--- src/rtl/atomic_lock_drive.sv ---
module atomic_lock_drive (
  input  logic clk,
  input  logic rst_n,
  input  logic lock_en,
  input  logic frame_n,
  input  logic lock_n,
  input  logic region_hit,
  input  logic master_abort,
  output logic lock_o_n,
  output logic retry_o
);

  logic held_q, first_q, frame_q;

  logic addr_clk, take, owner_acc, abort_clr, release_ok;

  assign addr_clk   = !frame_n && frame_q;
  assign take       = !held_q && lock_en && addr_clk && !lock_n && region_hit;
  assign owner_acc  = held_q && addr_clk && lock_n;
  assign abort_clr  = held_q && first_q && master_abort;
  assign release_ok = held_q && frame_n && frame_q && lock_n;

  assign retry_o  = held_q && addr_clk && !lock_n && region_hit;
  assign lock_o_n = !held_q;

  always_ff @(posedge clk) begin
    if (!rst_n) begin
      held_q  <= 1'b0;
      first_q <= 1'b0;
      frame_q <= 1'b1;
    end else begin
      frame_q <= frame_n;
      if (!lock_en || abort_clr || release_ok) begin
        held_q  <= 1'b0;
        first_q <= 1'b0;
      end else if (take) begin
        held_q  <= 1'b1;
        first_q <= 1'b1;
      end else if (owner_acc) begin
        first_q <= 1'b0;
      end
    end
  end

endmodule


--- config.mk ---
export PLATFORM = sky130hd
export DESIGN_NAME = atomic_lock_drive
export DESIGN_NICKNAME = d
export VERILOG_FILES = /design/src/rtl/atomic_lock_drive.sv
export SDC_FILE = /design/constraint.sdc
export NUM_CORES = 1
export LEC_CHECK = 0
export BUFFER_PORTS_ARGS = -buffer_cell sky130_fd_sc_hd__buf_2
export CORE_AREA = 2 2 39 41
export CTS_BUF_LIST = sky130_fd_sc_hd__clkbuf_4
export DETAILED_ROUTE_END_ITERATION = 10
export DIE_AREA = 0 0 41 43
export HOLD_SLACK_MARGIN = 0.08
export PLACE_DENSITY_LB_ADDON = 0.1
export SLEW_MARGIN = 5
export SYNTH_ARGS = -nofsm -noshare
export SYNTH_HDL_FRONTEND = slang
export SYNTH_SLANG_ARGS = --single-unit
--- constraint.sdc ---
create_clock -name clk -period 1.25 [get_ports clk]
set_clock_uncertainty 0.15 [all_clocks]
set_input_delay 0.0625 -clock clk [delete_from_list [all_inputs] [get_ports clk]]
set_output_delay 0.0625 -clock clk [all_outputs]
set_load 0.01 [all_outputs]
==> impl_summary.log, run 1 <==
[metrics] worst slew pin tran: 0.157 ns
[metrics] setup repair after global routing missed its margin: no
[metrics] worst reg-to-reg setup slack: 0.23 ns
[metrics] kind of end point of the critical path: output port
[metrics] dpl hpwl: 288 µm
[metrics] Critical path destination: retry_o
[metrics] Std-Cell Core Area: 1380 µm²
[metrics] result of the run: finished clean
[metrics] Final Hold Slack: 0.0673 ns
[metrics] hold violation total from the final report: 0
[metrics] endpoint arrival time on the critical path: 0.88 ns
[metrics] cell type with the largest total area after synthesis: sky130_fd_sc_hd__dfxtp_1
[metrics] number of antenna violations at the first check in global routing: 0
[metrics] CTS Buffer Depth: 2
[metrics] worst IR drop on VDD: 0.254 mV
[metrics] Post-Syn Area: 141 µm²
[metrics] start point of the critical path: frame_q$_SDFF_PN1_
[metrics] clock network latency to the later pin of the worst-skew pair: 0.23 ns
[metrics] worst flop-to-flop path startpoint: held_q$_SDFFE_PP0P_
[metrics] share of layout cells above drive strength 1: 45.5%
[metrics] final worst-path cycle share: 87.1%
[metrics] cell types with the largest area share after synthesis: sky130_fd_sc_hd__dfxtp_1 (42%), sky130_fd_sc_hd__nand3_1 (14%), sky130_fd_sc_hd__a211oi_2 (8.8%)
[metrics] yosys synthesis warning count: 0
[metrics] Wirelength per Cell: 7.31 µm
[metrics] TritonCTS clock tree: built
[metrics] crit path launch type: flip-flop
[metrics] Syn Nets: 23
[metrics] DRC violations left: 0
[metrics] Placement Rows: 14
[metrics] cell breakdown of the critical path: and3_2 > buf_2
[metrics] sequential share of the synthesized area: 42.5%
[metrics] count of distinct cell types in the synthesized netlist: 11
[metrics] post-layout total power: 0.319 mW
[metrics] number of failing setup endpoints in the final timing report: 0
[metrics] DR vias: 175
[metrics] GRT Residual Overflow: 0
[metrics] Fin Setup TNS: 0 ns
[metrics] Clock Sinks: 3
[metrics] longest individual stage delay on the worst path: 0.35 ns
[metrics] Avg Vias per Cell: 3.57
[metrics] worst relative slew slack: 89.5%
[metrics] number of I/O port buffers: 8
[metrics] post-layout net count: 41
[metrics] Pre-Repair DR Iteration Count: 3
[metrics] DIE AREA: 1760 µm²
[metrics] Synth Area per Inst: 8.84 µm²
[metrics] effective utilization at floorplan: 10.2%
[metrics] leakage power: 0.114 nW
[metrics] flop and latch count out of synthesis: 3
[metrics] number of H-tree branching levels: 1
[metrics] DRC violation total after the first TritonRoute iteration: 1
[metrics] crit-path max FO: 4
[metrics] ratio of total power to cell area: 1130 nW/µm²
[metrics] required time at the worst-slack endpoint: 1.04 ns
[metrics] wire length of the first global-routing pass: 558 µm
[metrics] root buffer selected by CTS: sky130_fd_sc_hd__clkbuf_4
[metrics] Highest Clock Rate: 918 MHz
[metrics] IO Pins: 9
[metrics] number of maximum-capacitance constraint violations: 0
[metrics] cell with the biggest individual delay on the critical path: sky130_fd_sc_hd__dfxtp_1
[metrics] area share of the largest cell type after synthesis: 42.5%
[metrics] via count of the first global-routing pass: 150
[metrics] pins over their slew limit: 0
[metrics] R2R cell count: 3
[metrics] class of the most critical setup path: reg2out
[metrics] total global routing track utilization: 5.43%
[metrics] height of the chip: 43 µm
[metrics] Cells after Synth: 16
[metrics] end of the worst register-to-register path: held_q$_SDFFE_PP0P_
[metrics] synthesis-to-finish area growth: 99.1%
[metrics] Routed WL: 358 µm
[metrics] RePlAce Congestion: 0.541
[metrics] time the worst path needs with I/O delays and setup: 1.09 ns
[metrics] worst hold-check path type: in2reg
[metrics] antenna diode count: 0
[metrics] pin count of the biggest net entering global routing: 5
[metrics] Die Span X: 41 µm
[metrics] count of nets left with antenna violations after detail routing: 0
[metrics] number of buffers created by CTS: 3
[metrics] clock edge transition at the registers on the reported setup and hold paths: 0.04 ns
[metal layers]
metal	up-vias	global-route usage [%]	routed length (µm)
met5	-	0	0
met4	0	6.00	0
met3	0	4.71	53
met2	6	6.56	180
met1	77	4.85	123
li1	92	-	-
[worst max-delay path: cells and delay by family (launching register included)]
family,cells,cell delay (ns)
flip-flops,1,0.35
AND/OR/NAND/NOR,1,0.18
buffers and inverters,1,0.12
[what timing repair did]
| item | 4_1_cts | 5_1_grt |
|---|---|---|
| hold buffers | 3 | 2 |
| endpoints found under the setup margin | 0 | 0 |
| gates resized for setup | 0 | 0 |
| endpoints found under the hold margin | 3 | 2 |
| buffers inserted | 0 | 0 |
[synthesized netlist by cell type]
cell type                  count
sky130_fd_sc_hd__nand2_1       1
sky130_fd_sc_hd__inv_1         1
sky130_fd_sc_hd__a211oi_2      1
sky130_fd_sc_hd__nand4_1       1
sky130_fd_sc_hd__a21oi_1       1
sky130_fd_sc_hd__and3_2        1
sky130_fd_sc_hd__nor2_1        1
sky130_fd_sc_hd__nand3_1       4
sky130_fd_sc_hd__dfxtp_1       3
sky130_fd_sc_hd__nor3b_2       1
sky130_fd_sc_hd__nand2b_1      1
[worst min-delay path by stage]
stage / from / endpoint / slack, ns / depth (start not counted)
after global placement: rst_n / frame_q$_SDFF_PN1_ / 0.12 / 2
final: lock_n / held_q$_SDFFE_PP0P_ / 0.07 / 4
after global routing: lock_n / held_q$_SDFFE_PP0P_ / 0.11 / 4
after CTS: frame_n / frame_q$_SDFF_PN1_ / -0.08 / 2
after detailed placement: rst_n / frame_q$_SDFF_PN1_ / 0.11 / 2
after floorplan: rst_n / frame_q$_SDFF_PN1_ / -0.01 / 1
[state kept, by name (all words and copies together), names as in the netlist]
register	flops
first_q	1
frame_q	1
held_q	1
[metrics by stage]
step | util (%) | cells | cell area [µm²] | setup WS (ns)
4_1_cts | 18.9 | 47 | 262 | 0.146
3_3_place_gp | 14.6 | 40 | 201 | 0.201
2_1_floorplan | - | 16 | 141 | 0.230
5_1_grt | 20.3 | 49 | 282 | 0.103
6_report | 20.3 | 49 | 282 | 0.161
3_5_place_dp | 14.6 | 40 | 201 | 0.224
[power by group]
part / switching (mW) / internal, mW / total (mW)
clock network: 0.0449 / 0.141 / 0.186
registers: 0.00198 / 0.0989 / 0.101
logic: 0.0111 / 0.0212 / 0.0323
total: 0.0579 / 0.261 / 0.319
[logic make-up after synthesis]
| kind of cell | Yosys count | synth area share (%) |
|---|---|---|
| AOI/OAI and AO/OA | 2 | 12.4 |
| buffers and inverters | 1 | 2.65 |
| DFF | 3 | 42.5 |
| and+or+nand+nor | 10 | 42.5 |
[cell type report]
type / instances / area [µm²]
Clock buffer: 4 / 30.0
Fill cell: 170 / 1100
Inverter: 1 / 3.75
Multi-Input combinational cell: 12 / 77.6
Sequential cell: 3 / 60.1
Tap cell: 16 / 20.0
Timing Repair Buffer: 13 / 90.1
[cell usage in the layout (no fill, tap or decap)]
master	n
sky130_fd_sc_hd__a211oi_2	1
sky130_fd_sc_hd__a21oi_1	1
sky130_fd_sc_hd__and3_2	1
sky130_fd_sc_hd__buf_2	8
sky130_fd_sc_hd__clkbuf_4	4
sky130_fd_sc_hd__dfxtp_1	3
sky130_fd_sc_hd__dlygate4sd3_1	5
sky130_fd_sc_hd__inv_1	1
sky130_fd_sc_hd__nand2_1	1
sky130_fd_sc_hd__nand2b_1	1
sky130_fd_sc_hd__nand3_1	4
sky130_fd_sc_hd__nand4_1	1
sky130_fd_sc_hd__nor2_1	1
sky130_fd_sc_hd__nor3b_2	1
Power figures use the tool's default switching activity.
==> run 2, diff against run 1 <==
--- a/config.mk
+++ b/config.mk
@@ -5,9 +5,9 @@
 export SDC_FILE = /design/constraint.sdc
 export NUM_CORES = 1
 export LEC_CHECK = 0
-export BUFFER_PORTS_ARGS = -buffer_cell sky130_fd_sc_hd__buf_2
+export BUFFER_PORTS_ARGS = -buffer_cell sky130_fd_sc_hd__buf_4
 export CORE_AREA = 2 2 39 41
-export CTS_BUF_LIST = sky130_fd_sc_hd__clkbuf_4
+export CTS_BUF_LIST = sky130_fd_sc_hd__clkbuf_2 sky130_fd_sc_hd__clkbuf_4 sky130_fd_sc_hd__clkbuf_8
 export DETAILED_ROUTE_END_ITERATION = 10
 export DIE_AREA = 0 0 41 43
 export HOLD_SLACK_MARGIN = 0.08
==> impl_summary.log, run 2 (same netlist as run 1, synthesis figures left out) <==
[metrics] required time at the worst-slack endpoint: 1.25 ns (+0.21 ns)
[metrics] class of the most critical setup path: in2reg
[metrics] post-layout net count: 41 (unchanged)
[metrics] CTS Buffer Depth: 2 (unchanged)
[metrics] RePlAce Congestion: 0.622 (+15%)
[metrics] crit-path max FO: 2 (-2)
[metrics] Std-Cell Core Area: 1380 µm² (unchanged)
[metrics] share of layout cells above drive strength 1: 45.5% (unchanged)
[metrics] R2R cell count: 3 (unchanged)
[metrics] worst relative slew slack: 89.6% (about the same)
[metrics] Die Span X: 41 µm (unchanged)
[metrics] antenna diode count: 0 (unchanged)
[metrics] result of the run: finished clean
[metrics] beginning of the worst hold path: frame_n
[metrics] Clock Sinks: 3 (unchanged)
[metrics] placed instance area: 221 µm² (+9.9%)
[metrics] total of hold buffers inserted after clock tree synthesis: 2 (-1)
[metrics] kind of end point of the critical path: flip-flop
[metrics] height of the chip: 43 µm (unchanged)
[metrics] final non-filler cell area: 302 µm² (+7.1%)
[metrics] number of resized instances in the post-cts repair step: 0 (unchanged)
[metrics] worst IR drop on VDD: 0.254 mV (+0.16%)
[metrics] Largest regs: first_q x1, frame_q x1, held_q x1
[metrics] Wirelength per Cell: 8.29 µm (+13%)
[metrics] fillers: 159 (-6.5%)
[metrics] pin count of the biggest net entering global routing: 5 (unchanged)
[metrics] Final Hold Slack: 0.0510 ns (-0.0164 ns)
[metrics] root buffer selected by CTS: sky130_fd_sc_hd__clkbuf_4
[metrics] DIE AREA: 1760 µm² (unchanged)
[metrics] worst reg-to-reg setup slack: 0.21 ns (-0.02 ns)
[metrics] number of buffers created by CTS: 3 (unchanged)
[metrics] setup repair after global routing missed its margin: no
[metrics] DR vias: 177 (+1.1%)
[metrics] final worst-path cycle share: 89.3% (+2.1 points)
[metrics] share of the core filled with cells in the final layout: 21.8% (+1.4 points)
[metrics] total global routing track utilization: 5.62% (+0.18 points)
[metrics] most frequent cells in the layout: sky130_fd_sc_hd__buf_4 (8), sky130_fd_sc_hd__dlygate4sd3_1 (5), sky130_fd_sc_hd__nand3_1 (4), sky130_fd_sc_hd__clkbuf_4 (4), sky130_fd_sc_hd__dfxtp_1 (3)
[metrics] worst flop-to-flop path startpoint: held_q$_SDFFE_PP0P_
[metrics] start point of the critical path: master_abort
[metrics] count of nets left with antenna violations after detail routing: 0 (unchanged)
[metrics] hold violation total from the final report: 0 (unchanged)
[metrics] terminating pin of the worst hold path: held_q$_SDFFE_PP0P_
[metrics] synthesis-to-finish area growth: 113%
[metrics] end of the worst register-to-register path: held_q$_SDFFE_PP0P_
[metrics] post-layout total power: 0.327 mW (+2.5%)
[metrics] pins over their slew limit: 0 (unchanged)
[metrics] worst slew pin tran: 0.155 ns (-0.00119 ns)
[metrics] GRT Residual Overflow: 0 (unchanged)
[metrics] endpoint arrival time on the critical path: 1.12 ns (+0.24 ns)
[metrics] number of maximum-capacitance constraint violations: 0 (unchanged)
[metrics] TritonCTS clock tree: built
[metrics] Routed WL: 406 µm (+13%)
[metrics] cell count of the worst hold path: 4 (unchanged)
[metrics] clock edge transition at the registers on the reported setup and hold paths: 0.04 ns (about the same)
[metrics] Placement Rows: 14 (unchanged)
[metrics] number of antenna violations at the first check in global routing: 0 (unchanged)
[metrics] DRC violation total after the first TritonRoute iteration: 0 (-1)
[metrics] Highest Clock Rate: 896 MHz (-2.4%)
[metrics] number of failing setup endpoints in the final timing report: 0 (unchanged)
[metrics] Avg Vias per Cell: 3.61 (+1.1%)
[metrics] number of I/O port buffers: 8 (unchanged)
[metrics] via count of the first global-routing pass: 183 (+22%)
[metrics] Pre-Repair DR Iteration Count: 1 (-2)
[metrics] worst hold-check path type: in2reg
[metrics] DRC violations left: 0 (unchanged)
[metrics] wire length of the first global-routing pass: 607 µm (+8.8%)
[metrics] crit path launch type: input pin
[metrics] leakage power: 0.121 nW (+6.1%)
[metrics] effective utilization at floorplan: 10.2% (unchanged)
[metrics] most common cell after layout, fill and taps aside: sky130_fd_sc_hd__buf_4
[metrics] clock network latency to the later pin of the worst-skew pair: 0.23 ns (about the same)
[metrics] IO Pins: 9 (unchanged)
[metrics] ratio of total power to cell area: 1080 nW/µm² (-4.3%)
[metrics] number of H-tree branching levels: 1 (unchanged)
[metrics] time the worst path needs with I/O delays and setup: 1.12 ns (+0.0267 ns)
[metrics] dpl hpwl: 319 µm (+11%)
[metrics] buffers inserted by post-CTS timing repair: 0 (unchanged)
[metrics] Fin Setup TNS: 0 ns (unchanged)
==> run 2: how the worst max path moves through the flow <==
stage | cells after the start | endpoint | slack, ns
after floorplan | 3 | held_q$_SDFFE_PP0P_ | 0.23
final | 5 | held_q$_SDFFE_PP0P_ | 0.13
after CTS | 2 | retry_o | 0.14
after detailed placement | 3 | held_q$_SDFFE_PP0P_ | 0.22
after global routing | 5 | held_q$_SDFFE_PP0P_ | 0.08
after global placement | 3 | held_q$_SDFFE_PP0P_ | 0.19
==> run 2: final cells by class <==
cell class | count | area [µm²] | area share (%)
Clock buffer | 4 | 30.0 | 9.96
Tap cell | 16 | 20.0 | 6.64
Inverter | 1 | 3.75 | 1.24
Multi-Input combinational cell | 12 | 77.6 | 25.7
Timing Repair Buffer | 13 | 110 | 36.5
Sequential cell | 3 | 60.1 | 19.9
==> run 2: through the flow <==
step           setup slack, ns  std cells
3_5_place_dp             0.218         40
6_report                 0.134         49
3_3_place_gp             0.189         40
2_1_floorplan            0.230         16
4_1_cts                  0.140         46
5_1_grt                 0.0825         49
==> run 2: worst max-delay path, stage by stage <==
cell                            delay (ns)
sky130_fd_sc_hd__dlygate4sd3_1        0.54
sky130_fd_sc_hd__buf_4                0.13
sky130_fd_sc_hd__nand3_1              0.07
sky130_fd_sc_hd__nand3_1              0.11
sky130_fd_sc_hd__a211oi_2             0.20
==> run 2: where the power goes <==
group | switching (mW) | internal (mW)
clock | 0.0464 | 0.141
combinational | 0.0119 | 0.0267
sequential | 0.00210 | 0.0988
total | 0.0604 | 0.267
==> run 2: layer usage <==
metal | wire length (µm) | up-vias | track usage (%) | part of all wire [%]
li1 | - | 92 | - | -
met1 | 150 | 79 | 5.13 | 37
met2 | 205 | 6 | 7.81 | 50
met3 | 51 | 0 | 3.14 | 13
met4 | 0 | 0 | 6.00 | 0
met5 | 0 | - | 0 | 0
==> run 3, diff against run 2 <==
==> constraint.sdc (replaced) <==
create_clock -name clk -period 1.25 [get_ports clk]
set_clock_uncertainty 0.15 [all_clocks]
set_input_delay 0.0625 -clock clk [delete_from_list [all_inputs] [get_ports clk]]
set_output_delay 0.0625 -clock clk [all_outputs]
set_load 0.05 [all_outputs]
==> impl_summary.log, run 3 (same netlist as run 1, synthesis figures left out) <==
[metrics] Placement Rows: 14 (unchanged)
[metrics] pins over their slew limit: 0 (unchanged)
[metrics] via count of the first global-routing pass: 152 (-17%)
[metrics] buffers inserted by post-CTS timing repair: 0 (unchanged)
[metrics] Critical path destination: retry_o
[metrics] final non-filler cell area: 277 µm² (-8.3%)
[metrics] DIE AREA: 1760 µm² (unchanged)
[metrics] RePlAce Congestion: 0.628 (+1.1%)
[metrics] end of the worst register-to-register path: held_q$_SDFFE_PP0P_
[metrics] clock edge transition at the registers on the reported setup and hold paths: 0.04 ns (about the same)
[metrics] Routed WL: 386 µm (-4.9%)
[metrics] Die Span X: 41 µm (unchanged)
[metrics] worst reg-to-reg setup slack: 0.24 ns (+0.03 ns)
[metrics] most common cell after layout, fill and taps aside: sky130_fd_sc_hd__buf_4
[metrics] synthesis-to-finish area growth: 95.6%
[metrics] Largest regs: first_q x1, frame_q x1, held_q x1
[metrics] count of nets left with antenna violations after detail routing: 0 (unchanged)
[metrics] Avg Vias per Cell: 3.54 (-1.9%)
[metrics] Clock Sinks: 3 (unchanged)
[metrics] DRC violations left: 0 (unchanged)
[metrics] worst IR drop on VDD: 0.312 mV (+23%)
[metrics] antenna diode count: 0 (unchanged)
[metrics] number of failing setup endpoints in the final timing report: 0 (unchanged)
[metrics] post-route non-filler standard cell count: 46 (-6.1%)
[metrics] leakage power: 0.109 nW (-10%)
[metrics] number of antenna violations at the first check in global routing: 0 (unchanged)
[metrics] share of layout cells above drive strength 1: 56.7% (+11 points)
[metrics] CTS Buffer Depth: 2 (unchanged)
[metrics] Highest Clock Rate: 846 MHz (-5.6%)
[metrics] failing checks: negative hold slack
[metrics] number of maximum-capacitance constraint violations: 0 (unchanged)
[metrics] placed instance area: 225 µm² (+1.7%)
[metrics] result of the run: complete, but fails checks
[metrics] post-placement cell count: 40 (unchanged)
[metrics] Fin Setup TNS: 0 ns (unchanged)
[metrics] time the worst path needs with I/O delays and setup: 1.18 ns (+0.0663 ns)
[metrics] clock network latency to the later pin of the worst-skew pair: 0.23 ns (about the same)
[metrics] number of H-tree branching levels: 1 (unchanged)
[metrics] R2R cell count: 3 (unchanged)
[metrics] kind of end point of the critical path: output port
[metrics] worst relative slew slack: 90.2% (+0.66 points)
[metrics] final worst-path cycle share: 94.6% (+5.3 points)
[metrics] total global routing track utilization: 5.32% (-0.30 points)
[metrics] Std-Cell Core Area: 1380 µm² (unchanged)
[metrics] crit path launch type: flip-flop
[metrics] wire length of the first global-routing pass: 524 µm (-14%)
[metrics] post-layout net count: 38 (-7.3%)
[metrics] Wirelength per Cell: 8.39 µm (+1.3%)
[metrics] IO Pins: 9 (unchanged)
[metrics] total of hold buffers inserted after clock tree synthesis: 2 (unchanged)
[metrics] TritonCTS clock tree: built
[metrics] pin count of the biggest net entering global routing: 5 (unchanged)
[metrics] crit-path max FO: 4 (+2)
[metrics] setup repair after global routing missed its margin: no
[metrics] post-layout total power: 0.324 mW (-0.92%)
[metrics] most frequent cells in the layout: sky130_fd_sc_hd__buf_4 (8), sky130_fd_sc_hd__nand3_1 (4), sky130_fd_sc_hd__clkbuf_4 (4), sky130_fd_sc_hd__dfxtp_1 (2), sky130_fd_sc_hd__dlygate4sd3_1 (2)
[metrics] required time at the worst-slack endpoint: 1.04 ns (-0.21 ns)
[metrics] effective utilization at floorplan: 10.2% (unchanged)
[metrics] root buffer selected by CTS: sky130_fd_sc_hd__clkbuf_4
[metrics] share of the core filled with cells in the final layout: 20.0% (-1.8 points)
[metrics] height of the chip: 43 µm (unchanged)
[metrics] DR vias: 163 (-7.9%)
[metrics] Final Hold Slack: -0.0999 ns (-0.151 ns)
[metrics] GRT Residual Overflow: 0 (unchanged)
[metrics] worst hold-check path type: in2reg
[metrics] start point of the critical path: frame_q$_SDFF_PN1_
[metrics] DRC violation total after the first TritonRoute iteration: 0 (unchanged)
[metrics] ratio of total power to cell area: 1170 nW/µm² (+8.1%)
[metrics] worst flop-to-flop path startpoint: held_q$_SDFFE_PP0P_
[metrics] number of I/O port buffers: 8 (unchanged)
[metrics] hold violation total from the final report: 1 (+1)
[metrics] number of buffers created by CTS: 3 (unchanged)
[metrics] Pre-Repair DR Iteration Count: 1 (unchanged)
[metrics] worst slew pin tran: 0.146 ns (-0.00983 ns)
[metrics] class of the most critical setup path: reg2out
[metrics] endpoint arrival time on the critical path: 0.97 ns (-0.15 ns)
## run 3: changes by cell type in the layout (fill, tap and decap cells not counted), sizes merged
cell,before,now
clkinvlp,0,1
dlygate4sd3,5,2
inv,1,0
## run 3: area by class of cell
cell class	instances	area, µm²
inverters	1	7.51
flip-flops and latches	3	61.3
clock buffers	4	30.0
repair buffers	10	80.1
fillers	160	1110
multi-input cells	12	77.6
well taps	16	20.0
## run 3: worst min-delay path by stage
stage | endpoint | start | cells past startpoint
floorplan | frame_q$_SDFF_PN1_ | rst_n | 1
global placement | frame_q$_SDFF_PN1_ | rst_n | 2
detailed placement | frame_q$_SDFF_PN1_ | rst_n | 2
CTS | frame_q$_SDFF_PN1_ | frame_n | 2
global route | frame_q$_SDFF_PN1_ | frame_n | 2
finish | frame_q$_SDFF_PN1_ | frame_n | 2
## run 3: repair_timing
item	CTS	global route
endpoints found under the hold margin	3	3
endpoints found under the setup margin	0	1
resized for setup	0	1
## run 3: worst max-delay path: stages (launching register included)
cell and delay [ns]:
sky130_fd_sc_hd__dfxtp_1 0.36, sky130_fd_sc_hd__and3_2 0.19, sky130_fd_sc_hd__buf_4 0.19
## run 3: through the flow
step	hold WS [ns]	setup slack, ns
final	-0.0999	0.0676
after global routing	-0.0934	0.0383
after CTS	-0.108	0.0149
after detailed placement	0.107	0.224
after global placement	0.111	0.215
after floorplan	-0.0145	0.0309
## run 3: report_power, final
| group | switching [mW] | total [mW] | leakage (nW) | internal, mW |
|---|---|---|---|---|
| clock | 0.0491 | 0.190 | 0.0184 | 0.141 |
| combinational | 0.0117 | 0.0325 | 0.0655 | 0.0208 |
| sequential | 0.00237 | 0.101 | 0.0250 | 0.0989 |
## run 3: routing by layer
| layer | part of all wire [%] | wire [µm] | track usage (%) | up-vias |
|---|---|---|---|---|
| met2 | 44 | 168 | 6.56 | 6 |
| li1 | - | - | - | 86 |
| met3 | 14 | 53 | 4.71 | 0 |
| met5 | 0 | 0 | 0 | - |
| met4 | 0 | 0 | 6.00 | 0 |
| met1 | 42 | 164 | 4.50 | 71 |
